<file path="src/rtl/rdpre_pkg.sv">
// Package: shared command encoding for the read precharge scheduler.
// Assumes a two-bit command bus decoded by the SDRAM pin driver.
package rdpre_pkg;
    typedef enum logic [1:0] {
        CMD_NOP  = 2'd0,
        CMD_ACT  = 2'd1,
        CMD_READ = 2'd2,
        CMD_PRE  = 2'd3
    } cmd_e;
endpackage

</file>
<file path="src/rtl/rdpre_engine.sv">
// rdpre_engine: accepts one read request, checks its shape, and counts
// cycles from the READ slot to the closing precharge slot (span cycles).
// Assumes the caller registers the next-command outputs; data_busy keeps
// a new read out until the previous one's data has drained.
module rdpre_engine
    import rdpre_pkg::*;
#(
    parameter int NBANK     = 4,
    parameter int COL_W     = 8,
    parameter int ADDR_W    = 12,
    parameter int AP_BIT    = 10,
    parameter int BURST_LEN = 4,
    parameter int WANT_W    = 9,
    localparam int BA_W     = (NBANK > 1) ? $clog2(NBANK) : 1
) (
    input  logic              clk,
    input  logic              rst_n,
    input  logic              req_valid,
    input  logic [BA_W-1:0]   req_bank,
    input  logic [COL_W-1:0]  req_col,
    input  logic              req_page,
    input  logic [WANT_W-1:0] req_want,
    input  logic              req_auto,
    input  logic              req_all,
    input  logic [1:0]        cas_lat,
    input  logic              data_busy,
    output logic              idle,
    output logic              accept,
    output logic              reject,
    output logic [WANT_W-1:0] span,
    output cmd_e              nxt_cmd,
    output logic [BA_W-1:0]   nxt_bank,
    output logic [ADDR_W-1:0] nxt_addr,
    output logic              pre_evt,
    output logic              pre_all,
    output logic [BA_W-1:0]   pre_bank
);
    localparam logic [WANT_W-1:0] BL_V = WANT_W'(BURST_LEN);

    typedef enum logic {ST_IDLE, ST_RUN} st_e;

    st_e               st_q;
    logic [WANT_W-1:0] k_q, s_q;
    logic              auto_q, all_q;
    logic [BA_W-1:0]   bank_q;
    logic              bad, avail, last;

    // Request shape: wanted span and the rejection rule.
    always_comb begin
        span  = req_page ? req_want : ((req_want > BL_V) ? BL_V : req_want);
        bad   = (req_want == '0) || (cas_lat == 2'd0) ||
                (req_auto && (req_page || (req_want < BL_V)));
        idle  = (st_q == ST_IDLE);
        avail = idle && !data_busy && req_valid;
        accept = avail && !bad;
        reject = avail && bad;
        last  = (st_q == ST_RUN) && ((k_q + WANT_W'(1)) == s_q);
        pre_evt  = last;
        pre_all  = all_q;
        pre_bank = bank_q;
    end

    // Next command slot: READ on accept, PRECHARGE at the closing slot.
    always_comb begin
        nxt_cmd  = CMD_NOP;
        nxt_bank = '0;
        nxt_addr = '0;
        if (accept) begin
            nxt_cmd          = CMD_READ;
            nxt_bank         = req_bank;
            nxt_addr         = ADDR_W'(req_col);
            nxt_addr[AP_BIT] = req_auto;
        end else if (last && !auto_q) begin
            nxt_cmd          = CMD_PRE;
            nxt_bank         = bank_q;
            nxt_addr[AP_BIT] = all_q;
        end
    end

    // Sequencer: latch the request and count up to the closing slot.
    always_ff @(posedge clk) begin
        if (!rst_n) begin
            st_q   <= ST_IDLE;
            k_q    <= '0;
            s_q    <= '0;
            auto_q <= 1'b0;
            all_q  <= 1'b0;
            bank_q <= '0;
        end else if (st_q == ST_IDLE) begin
            if (accept) begin
                st_q   <= ST_RUN;
                k_q    <= '0;
                s_q    <= span;
                auto_q <= req_auto;
                all_q  <= req_all && !req_auto;
                bank_q <= req_bank;
            end
        end else begin
            k_q <= k_q + WANT_W'(1);
            if (last) st_q <= ST_IDLE;
        end
    end
endmodule

</file>
<file path="src/rtl/rdpre_strobe.sv">
// rdpre_strobe: marks the cycles in which wanted read data is valid.
// Assumes start pulses at the edge that issues READ; the strobe is high
// from CL to CL+span-1 cycles after the READ cycle, then drops.
module rdpre_strobe #(
    parameter int WANT_W = 9
) (
    input  logic              clk,
    input  logic              rst_n,
    input  logic              start,
    input  logic [1:0]        cl,
    input  logic [WANT_W-1:0] span,
    output logic              active,
    output logic              rd_valid
);
    logic [WANT_W:0]   j_q, end_v;
    logic [1:0]        cl_q;
    logic [WANT_W-1:0] s_q;

    // Window bounds taken from the latched latency and span.
    always_comb begin
        end_v    = {1'b0, s_q} + (WANT_W+1)'(cl_q);
        rd_valid = active && (j_q >= (WANT_W+1)'(cl_q));
    end

    // Cycle counter from the READ cycle to the end of the data window.
    always_ff @(posedge clk) begin
        if (!rst_n) begin
            active <= 1'b0;
            j_q    <= '0;
            cl_q   <= '0;
            s_q    <= '0;
        end else if (start) begin
            active <= 1'b1;
            j_q    <= '0;
            cl_q   <= cl;
            s_q    <= span;
        end else if (active) begin
            j_q <= j_q + (WANT_W+1)'(1);
            if ((j_q + (WANT_W+1)'(1)) == end_v) active <= 1'b0;
        end
    end
endmodule

</file>
<file path="src/rtl/rdpre_bank_tmr.sv">
// rdpre_bank_tmr: per-bank open flag and row precharge hold-off.
// ready means an ACTIVE request taken at the coming edge respects TRP,
// so it rises one cycle before TRP has fully elapsed. Assumes TRP >= 1.
module rdpre_bank_tmr #(
    parameter int NBANK = 4,
    parameter int TRP   = 3,
    localparam int BA_W  = (NBANK > 1) ? $clog2(NBANK) : 1,
    localparam int TRP_W = $clog2(TRP + 1)
) (
    input  logic             clk,
    input  logic             rst_n,
    input  logic             act_evt,
    input  logic [BA_W-1:0]  act_bank,
    input  logic             pre_evt,
    input  logic             pre_all,
    input  logic [BA_W-1:0]  pre_bank,
    output logic [NBANK-1:0] ready
);
    localparam logic [TRP_W-1:0] TRP_V = TRP_W'(TRP);

    for (genvar b = 0; b < NBANK; b++) begin : g_bank
        logic             open_q;
        logic [TRP_W-1:0] tmr_q;

        // Bank state: opened by ACTIVE, closed and timed by precharge.
        always_ff @(posedge clk) begin
            if (!rst_n) begin
                open_q <= 1'b0;
                tmr_q  <= '0;
            end else if (pre_evt && (pre_all || (pre_bank == BA_W'(b)))) begin
                open_q <= 1'b0;
                tmr_q  <= TRP_V;
            end else begin
                if (act_evt && (act_bank == BA_W'(b))) open_q <= 1'b1;
                if (tmr_q != '0) tmr_q <= tmr_q - TRP_W'(1);
            end
        end

        assign ready[b] = !open_q && (tmr_q <= TRP_W'(1));
    end
endmodule

</file>
<file path="src/rtl/rdpre_sched.sv">
// rdpre_sched: read-burst precharge scheduler. Issues READ, places the
// closing PRECHARGE (CL-1) cycles before the last wanted data edge, strobes
// wanted data and gates ACTIVE by a per-bank row precharge hold-off.
// Assumes one read in flight at a time and a registered command bus.
module rdpre_sched
    import rdpre_pkg::*;
#(
    parameter int NBANK     = 4,
    parameter int COL_W     = 8,
    parameter int ROW_W     = 12,
    parameter int AP_BIT    = 10,
    parameter int BURST_LEN = 4,
    parameter int WANT_W    = 9,
    parameter int TRP       = 3,
    localparam int BA_W     = (NBANK > 1) ? $clog2(NBANK) : 1
) (
    input  logic              clk,
    input  logic              rst_n,
    input  logic              req_valid,
    input  logic [BA_W-1:0]   req_bank,
    input  logic [COL_W-1:0]  req_col,
    input  logic              req_page,
    input  logic [WANT_W-1:0] req_want,
    input  logic              req_auto,
    input  logic              req_all,
    input  logic [1:0]        cas_lat,
    input  logic              act_req,
    input  logic [BA_W-1:0]   act_bank,
    input  logic [ROW_W-1:0]  act_row,
    output logic [1:0]        cmd,
    output logic [BA_W-1:0]   cmd_bank,
    output logic [ROW_W-1:0]  cmd_addr,
    output logic              rd_valid,
    output logic [NBANK-1:0]  bank_ready,
    output logic              req_err,
    output logic              busy
);
    logic              eng_idle, accept, reject, pre_evt, pre_all, act_fire;
    logic              data_busy;
    logic [WANT_W-1:0] span;
    cmd_e              nxt_cmd;
    logic [BA_W-1:0]   nxt_bank, pre_bank;
    logic [ROW_W-1:0]  nxt_addr;
    cmd_e              cmd_q;
    logic [BA_W-1:0]   bank_q;
    logic [ROW_W-1:0]  addr_q;
    logic              err_q;

    rdpre_engine #(
        .NBANK(NBANK), .COL_W(COL_W), .ADDR_W(ROW_W), .AP_BIT(AP_BIT),
        .BURST_LEN(BURST_LEN), .WANT_W(WANT_W)
    ) u_eng (
        .clk(clk), .rst_n(rst_n), .req_valid(req_valid), .req_bank(req_bank),
        .req_col(req_col), .req_page(req_page), .req_want(req_want),
        .req_auto(req_auto), .req_all(req_all), .cas_lat(cas_lat),
        .data_busy(data_busy), .idle(eng_idle), .accept(accept),
        .reject(reject), .span(span), .nxt_cmd(nxt_cmd), .nxt_bank(nxt_bank),
        .nxt_addr(nxt_addr), .pre_evt(pre_evt), .pre_all(pre_all),
        .pre_bank(pre_bank)
    );

    rdpre_strobe #(.WANT_W(WANT_W)) u_stb (
        .clk(clk), .rst_n(rst_n), .start(accept), .cl(cas_lat), .span(span),
        .active(data_busy), .rd_valid(rd_valid)
    );

    rdpre_bank_tmr #(.NBANK(NBANK), .TRP(TRP)) u_tmr (
        .clk(clk), .rst_n(rst_n), .act_evt(act_fire), .act_bank(act_bank),
        .pre_evt(pre_evt), .pre_all(pre_all), .pre_bank(pre_bank),
        .ready(bank_ready)
    );

    // ACTIVE is taken only when the command slot is free and the bank is clear.
    assign act_fire = act_req && eng_idle && !req_valid && bank_ready[act_bank];

    // Command register: ACTIVE or the engine's READ / PRECHARGE / NOP.
    always_ff @(posedge clk) begin
        if (!rst_n) begin
            cmd_q  <= CMD_NOP;
            bank_q <= '0;
            addr_q <= '0;
            err_q  <= 1'b0;
        end else begin
            err_q <= reject;
            if (act_fire) begin
                cmd_q  <= CMD_ACT;
                bank_q <= act_bank;
                addr_q <= act_row;
            end else begin
                cmd_q  <= nxt_cmd;
                bank_q <= nxt_bank;
                addr_q <= nxt_addr;
            end
        end
    end

    assign cmd      = cmd_q;
    assign cmd_bank = bank_q;
    assign cmd_addr = addr_q;
    assign req_err  = err_q;
    assign busy     = !eng_idle || data_busy;
endmodule

</file>
<file path="config.mk">
export PLATFORM = sky130hd
export DESIGN_NAME = rdpre_sched
export DESIGN_NICKNAME = d
export VERILOG_FILES = /design/src/rtl/rdpre_pkg.sv /design/src/rtl/rdpre_engine.sv /design/src/rtl/rdpre_strobe.sv /design/src/rtl/rdpre_bank_tmr.sv /design/src/rtl/rdpre_sched.sv
export SDC_FILE = /design/constraint.sdc
export NUM_CORES = 1
export LEC_CHECK = 0
export CAP_MARGIN = 30
export CORE_MARGIN = 2
export CORE_UTILIZATION = 57
export CTS_CLUSTER_SIZE = 16
export DETAILED_ROUTE_END_ITERATION = 8
export GPL_ROUTABILITY_DRIVEN = 0
export PLACE_DENSITY = 0.85
export SETUP_SLACK_MARGIN = 0.05
export SYNTH_ARGS = -nofsm -noshare
export SYNTH_HDL_FRONTEND = slang
export SYNTH_SLANG_ARGS = --single-unit
</file>
<file path="constraint.sdc">
create_clock -name clk -period 6.6 [get_ports clk]
set_input_delay 1.32 -clock clk [delete_from_list [all_inputs] [get_ports clk]]
set_output_delay 1.32 -clock clk [all_outputs]
set_load 0.02 [all_outputs]
</file>
## Word-level counts from Yosys, hierarchy flattened

Cells that the tools add are included.

- Bits in registers: 74
- Output and inout bits: 23
- Word-level logic and storage cells: 141

- Add/sub/neg operators: 7
- $lt $le $gt $ge: 8
- Eq/ne operators: 8
- Mux-type cells: 30
- Bitwise operators: 2
- Reductions and logical operators: 62

Operators with widths:

| kind | number |
|---|---|
| $mux 9 | 4 |
| $mux 2 | 13 |
| $logic_and 1x1->1 | 24 |
| $reduce_bool 2->1 | 9 |
| $reduce_or 2->1 | 6 |
| $mux 11 | 1 |
| $add 10x1->10 const B | 1 |
| $add 9x2->10 | 1 |
| $eq 10x10->1 | 1 |
| $ge 10x2->1 | 1 |
| $mux 1 | 10 |
| $add 9x1->9 const B | 1 |
| $eq 9x9->1 | 1 |
| $gt 9x3->1 const B | 1 |
| $logic_not 1->1 | 9 |
| $logic_not 9->1 | 1 |
| $lt 9x3->1 const B | 1 |
| $eq 2x2->1 const B | 4 |
| $le 2x1->1 const B | 4 |
| $logic_or 1x1->1 | 8 |
| $mux 8 | 1 |
| $sub 2x1->2 const B | 4 |
| $logic_not 2->1 | 3 |
| $eq 2x1->1 const B | 2 |
| other kinds (4) | 6 |

## Depth between registers and ports, before layout

- Word-level depth: 8
- Gate-level depth with buffers: 9
- Depth with buffers taken out: 8

## Modules after synthesis

A second synthesis with hierarchy kept.

- Cells, all modules: 510
- Area total of the unflattened synthesis: 4352.9 sq um

By module, submodules not included:

| module | times used | cells an instance | area an instance (sq um) | seq. area each (sq um) |
|---|---|---|---|---|
| rdpre_engine | 1 | 204 | 1559.0 | 460.4 |
| rdpre_strobe | 1 | 148 | 1368.8 | 440.4 |
| rdpre_sched | 1 | 79 | 750.7 | 340.3 |
| rdpre_bank_tmr | 1 | 79 | 674.4 | 240.2 |

## Least setup slack after synthesis

No wires, ideal clock.

- Path type: input-to-reg
- From: input req_want[5]
- To: register bank_q[0], in the netlist cmd_bank[0]
- Data arrival time: 2838 ps
- Setup slack: 3636 ps
- Stages: 7
- Buffers on the path: 1
- Cell sequence: or4_4 > o41ai_4 > a211oi_1 > buf_2 > and2_1 > o21ai_0 > o41ai_1

- Word-level cells in the longest chain between the ends: 8
- Elaborated cells on any way between the ends: 10
- Classes of those cells: order compare: 1; mux: 2; reduce/logical: 7

Ends and longest elaborated chain:

| item | line | text |
|---|---|---|
| start, declared | rdpre_sched.sv:23 | `input logic [WANT_W-1:0] req_want,` |
| $lt 9x3->1 | rdpre_engine.sv:52 | `(req_auto && (req_page \|\| (req_want < BL_V)));` |
| $logic_or 1x1->1 | rdpre_engine.sv:52 |  |
| $logic_and 1x1->1 | rdpre_engine.sv:52 |  |
| $logic_or 1x1->1 (*) | rdpre_engine.sv:51 | `bad = (req_want == '0) \|\| (cas_lat == 2'd0) \|\|` |
| $logic_not 1->1 (*) | rdpre_engine.sv:55 | `accept = avail && !bad;` |
| $logic_and 1x1->1 (*) | rdpre_engine.sv:55 |  |
| $mux 2 (*) | rdpre_engine.sv:68 | `if (accept) begin` |
| $mux 2 (*) | rdpre_sched.sv:85 | `if (act_fire) begin` |
| end signal, assigned | rdpre_sched.sv:87 | `bank_q <= act_bank;` |
| end signal, assigned | rdpre_sched.sv:91 | `bank_q <= nxt_bank;` |
| end, declared | rdpre_sched.sv:45 | `logic [BA_W-1:0] bank_q;` |

Every way passes the cells marked *; elsewhere a longest branch is shown, timed or not.
A chain may end at the register's enable or synchronous reset.

## Worst setup path in the final report

- From: register u_stb.j_q[0]
- To: output rd_valid

- Word-level cells in the longest chain between the ends: 2

Ends and longest elaborated chain:

| item | line | text |
|---|---|---|
| start, declared | rdpre_strobe.sv:15 | `logic [WANT_W:0] j_q, end_v;` |
| start signal, assigned | rdpre_strobe.sv:38 | `j_q <= j_q + (WANT_W+1)'(1);` |
| $ge 10x2->1 | rdpre_strobe.sv:22 | `rd_valid = active && (j_q >= (WANT_W+1)'(cl_q));` |
| $logic_and 1x1->1 | rdpre_strobe.sv:22 |  |
| end, declared | rdpre_sched.sv:33 | `output logic rd_valid,` |

No other way between the ends.

==> results.py <==
metrics = {
    "outcome": {
        "status": "finished with violations",
        "violations": "DRC",
    },
    "placement": {
        "place_ws_ns": 2.77,
        "placedCellCount": 558,
        "dp_hpwl_um": 6560,
        "numPortBuffers": 64,
    },
    "worst_setup_path": {
        "crit_type": "reg2out",
        "cp-startpoint": "u_stb.j_q[0]",
        "rrSetupSlack_ns": 3.95,
        "worstPathMaxFanout": 6,
        "arrival_ns": 2.59,
        "required_ns": 5.28,
        "worstSetupStartpointType": "flop",
        "r2r-end": "u_stb.active",
        "crit_path_max_incr_delay_ns": 0.56,
        "path_cells": "inv_1 -> ha_1 -> nand2b_1 -> a2111oi_0 -> a31oi_1 -> clkdlybuf4s50_1",
        "crit_slowest_cell": "clkdlybuf4s50_1",
        "r2r_cells": 8,
        "endpoint_kind": "primary output",
        "r2r_start": "u_stb.cl_q[0]",
        "endpoint": "rd_valid",
    },
    "cells_and_area": {
        "fin_nets": 549,
        "fill_cells": 460,
        "drive_gt1_share_pct": 5.84,
        "area_growth_pct": 22.9,
        "post-route-util_pct": 72.9,
        "finalNonFillerCells": 574,
        "antenna_cells": 0,
        "multi_input_area_um2": 2120,
        "ff_latch_area_um2": 1480,
    },
    "power": {
        "comb_power_share_pct": 26.1,
        "p_switching_w": 0.000396,
        "leakage_nw": 1.81,
        "power_density_nw_per_um2": 268,
        "pwr-share-clk_pct": 31.7,
        "max-vdd-ir-drop_v": 0.000127,
        "netSwitchingFraction_pct": 31.6,
        "seqPwrFrac_pct": 42.3,
        "p_int_w": 0.000858,
    },
    "clocking": {
        "clkTransAtPathRegs_ns": 0.08,
        "clk_path_buf_depth": 2,
        "cts_tree": "done",
        "cts_inserted_buffers": 9,
        "cts_hold_buffers": 0,
        "cts_setup_buffers": 0,
        "clock_latency_ns": 0.36,
        "cts.sinks": 74,
        "cts_resized": 0,
        "root_buffer": "clkbuf_8",
        "cts_max_level": 3,
    },
    "run": {
        "max_cap_viol_count": 0,
    },
    "sta": {
        "worst_hold_slack_ns": 0.461,
        "rsz0062_at_grt": "false",
        "fin_ws_ns": 2.69,
        "maxSlewHeadroom_pct": 35.0,
        "finClkSkew_ns": 0.00765,
        "slew_violations": 0,
        "fin_crit_sh_pct": 59.2,
        "fmax_mhz": 256,
        "tns_ns": 0,
        "setup_viol": 0,
        "hold_viol_final": 0,
        "tightest_slew_ns": 0.973,
        "fin_crit_ns": 3.91,
    },
    "floorplan": {
        "core-area_um2": 6420,
        "rows": 29,
        "die_area_um2": 7350,
        "die_height_um": 85.7,
        "start_util_pct": 59.3,
        "ios": 65,
        "die_w_um": 85.7,
    },
    "global_routing": {
        "grt_max_degree": 23,
        "antenna_found_initial": 0,
        "grt_pass1_wl_um": 15200,
        "grt_use_total_pct": 26.0,
        "grt_overflow": 0,
        "grt_pass1_vias": 3257,
    },
    "synth": {
        "seq_area_frac_synth_pct": 38.9,
        "avgSynthCellArea_um2": 8.71,
        "synth_edf_count": 0,
        "ys_warn_count": 0,
        "synth_area_um2": 3810,
        "syn_nets": 494,
        "synthArstFlopShare_pct": 0,
        "syn_inst": 437,
        "synth_largest_type_area_fraction_pct": 38.9,
        "yosys.area.top_type": "dfxtp_1",
        "netlist_top_cells_area": "dfxtp_1, xnor2_1, nand2_1",
        "synth_seq_cells": 74,
        "ys.flop_type": "dfxtp_1",
        "ys_types": 60,
    },
    "routing": {
        "avgRoutedWirePerCell_um": 15.7,
        "dr.pass1.iters": 8,
        "drtAntennaViolNets": 0,
        "drt-initial-drc-count": 193,
        "routed_wl_um": 9000,
        "drc_errors": 11,
        "routed_via_density": 5.90,
        "num_vias": 3388,
    },
    "worst_hold_path": {
        "hold_path_class": "reg2reg",
        "min_path_cells": 2,
    },
}
[cell usage after synthesis, types with 4 or more instances]
master	number
buf_2	5
clkbuf_1	10
a21oi_1	24
a31oi_1	8
dfxtp_1	74
xor2_1	15
a22o_1	11
a32o_1	6
nand4_1	4
nor3_1	9
and2_1	6
inv_1	27
nand2_1	53
nand3_1	14
o21ai_0	16
nor2_1	40
o32ai_1	6
xnor2_1	27
ha_1	14
nor4_1	4
[critical path, delay by kind of cell (launching register included)]
family,cells,cell delay (ns)
DFF,1,0.48
buffers and inverters,2,0.64
and+or+nand+nor,1,0.16
AOI/OAI and AO/OA,2,0.67
adders and majority gates,1,0.28
[how the worst min path moves through the flow]
stage                 startpoint      endpoint  slack, ns
finish              u_eng.s_q[5]  u_eng.s_q[5]       0.46
global route        u_eng.s_q[5]  u_eng.s_q[5]       0.50
CTS                 u_eng.s_q[5]  u_eng.s_q[5]       0.46
detailed placement  u_stb.s_q[0]  u_stb.s_q[0]       0.45
global placement    u_stb.s_q[0]  u_stb.s_q[0]       0.44
floorplan           u_stb.s_q[0]  u_stb.s_q[0]       0.43
[kinds of logic after synthesis]
group,count (synthesis),synth area share [%]
compound gates,98,18.7
flops,74,38.9
simple gates,152,19.0
xor+xnor,45,11.3
mux,4,1.38
buf+inv,49,5.59
fa+ha+maj,15,5.13
[state kept, by name, indices dropped and copies added, names as in the netlist]
register             flops
cmd                      2
cmd_addr                12
cmd_bank                 2
req_err                  1
u_eng.auto_q             1
u_eng.k_q                9
u_eng.pre_all            1
u_eng.pre_bank           2
u_eng.s_q                9
u_eng.st_q               1
u_stb.active             1
u_stb.cl_q               2
u_stb.j_q               10
u_stb.s_q                9
u_tmr.g_bank.open_q      4
u_tmr.g_bank.tmr_q       8
[through the flow]
step	power, W	instance area [um2]
floorplan	0.000748	3810
global placement	0.000845	4450
global route	0.00133	4680
detailed placement	0.000860	4450
finish	0.00125	4680
CTS	0.00126	4680
[power groups by stage]
stage | logic [W] | registers (W) | clock network (W)
floorplan | 0.000214 | 0.000534 | 0
global placement | 0.000309 | 0.000536 | 0
detailed placement | 0.000320 | 0.000540 | 0
CTS | 0.000327 | 0.000529 | 0.000403
global route | 0.000361 | 0.000536 | 0.000428
finish | 0.000327 | 0.000530 | 0.000397
[layer usage]
layer,vias to the layer above,part of all wire [%],global-route usage (%)
met5,-,0,0
met4,0,1.3,7.65
met3,10,6.8,6.26
met2,134,46,42.4
met1,1600,45,34.4
li1,1644,-,-
[layout make-up]
class | count | area share (%)
Clock inverter | 7 | 2.19
Clock buffer | 9 | 2.65
Multi-Input combinational cell | 314 | 45.3
Timing Repair Buffer | 66 | 14.0
Tap cell | 77 | 2.06
Sequential cell | 74 | 31.7
Inverter | 27 | 2.17
[cell usage in the layout (no fill, tap or decap), types with 6 or more instances in the layout]
master	instances
a32o_1	6
nor2_1	40
and2_1	6
o21ai_0	16
inv_1	27
nand2_1	53
dfxtp_1	74
xor2_1	15
o32ai_1	6
a21oi_1	24
ha_1	14
nor3_1	9
a31oi_1	8
xnor2_1	27
clkbuf_8	9
a22o_1	11
clkdlybuf4s50_1	64
nand3_1	14
Note: power is estimated with default switching activity, not from simulation.
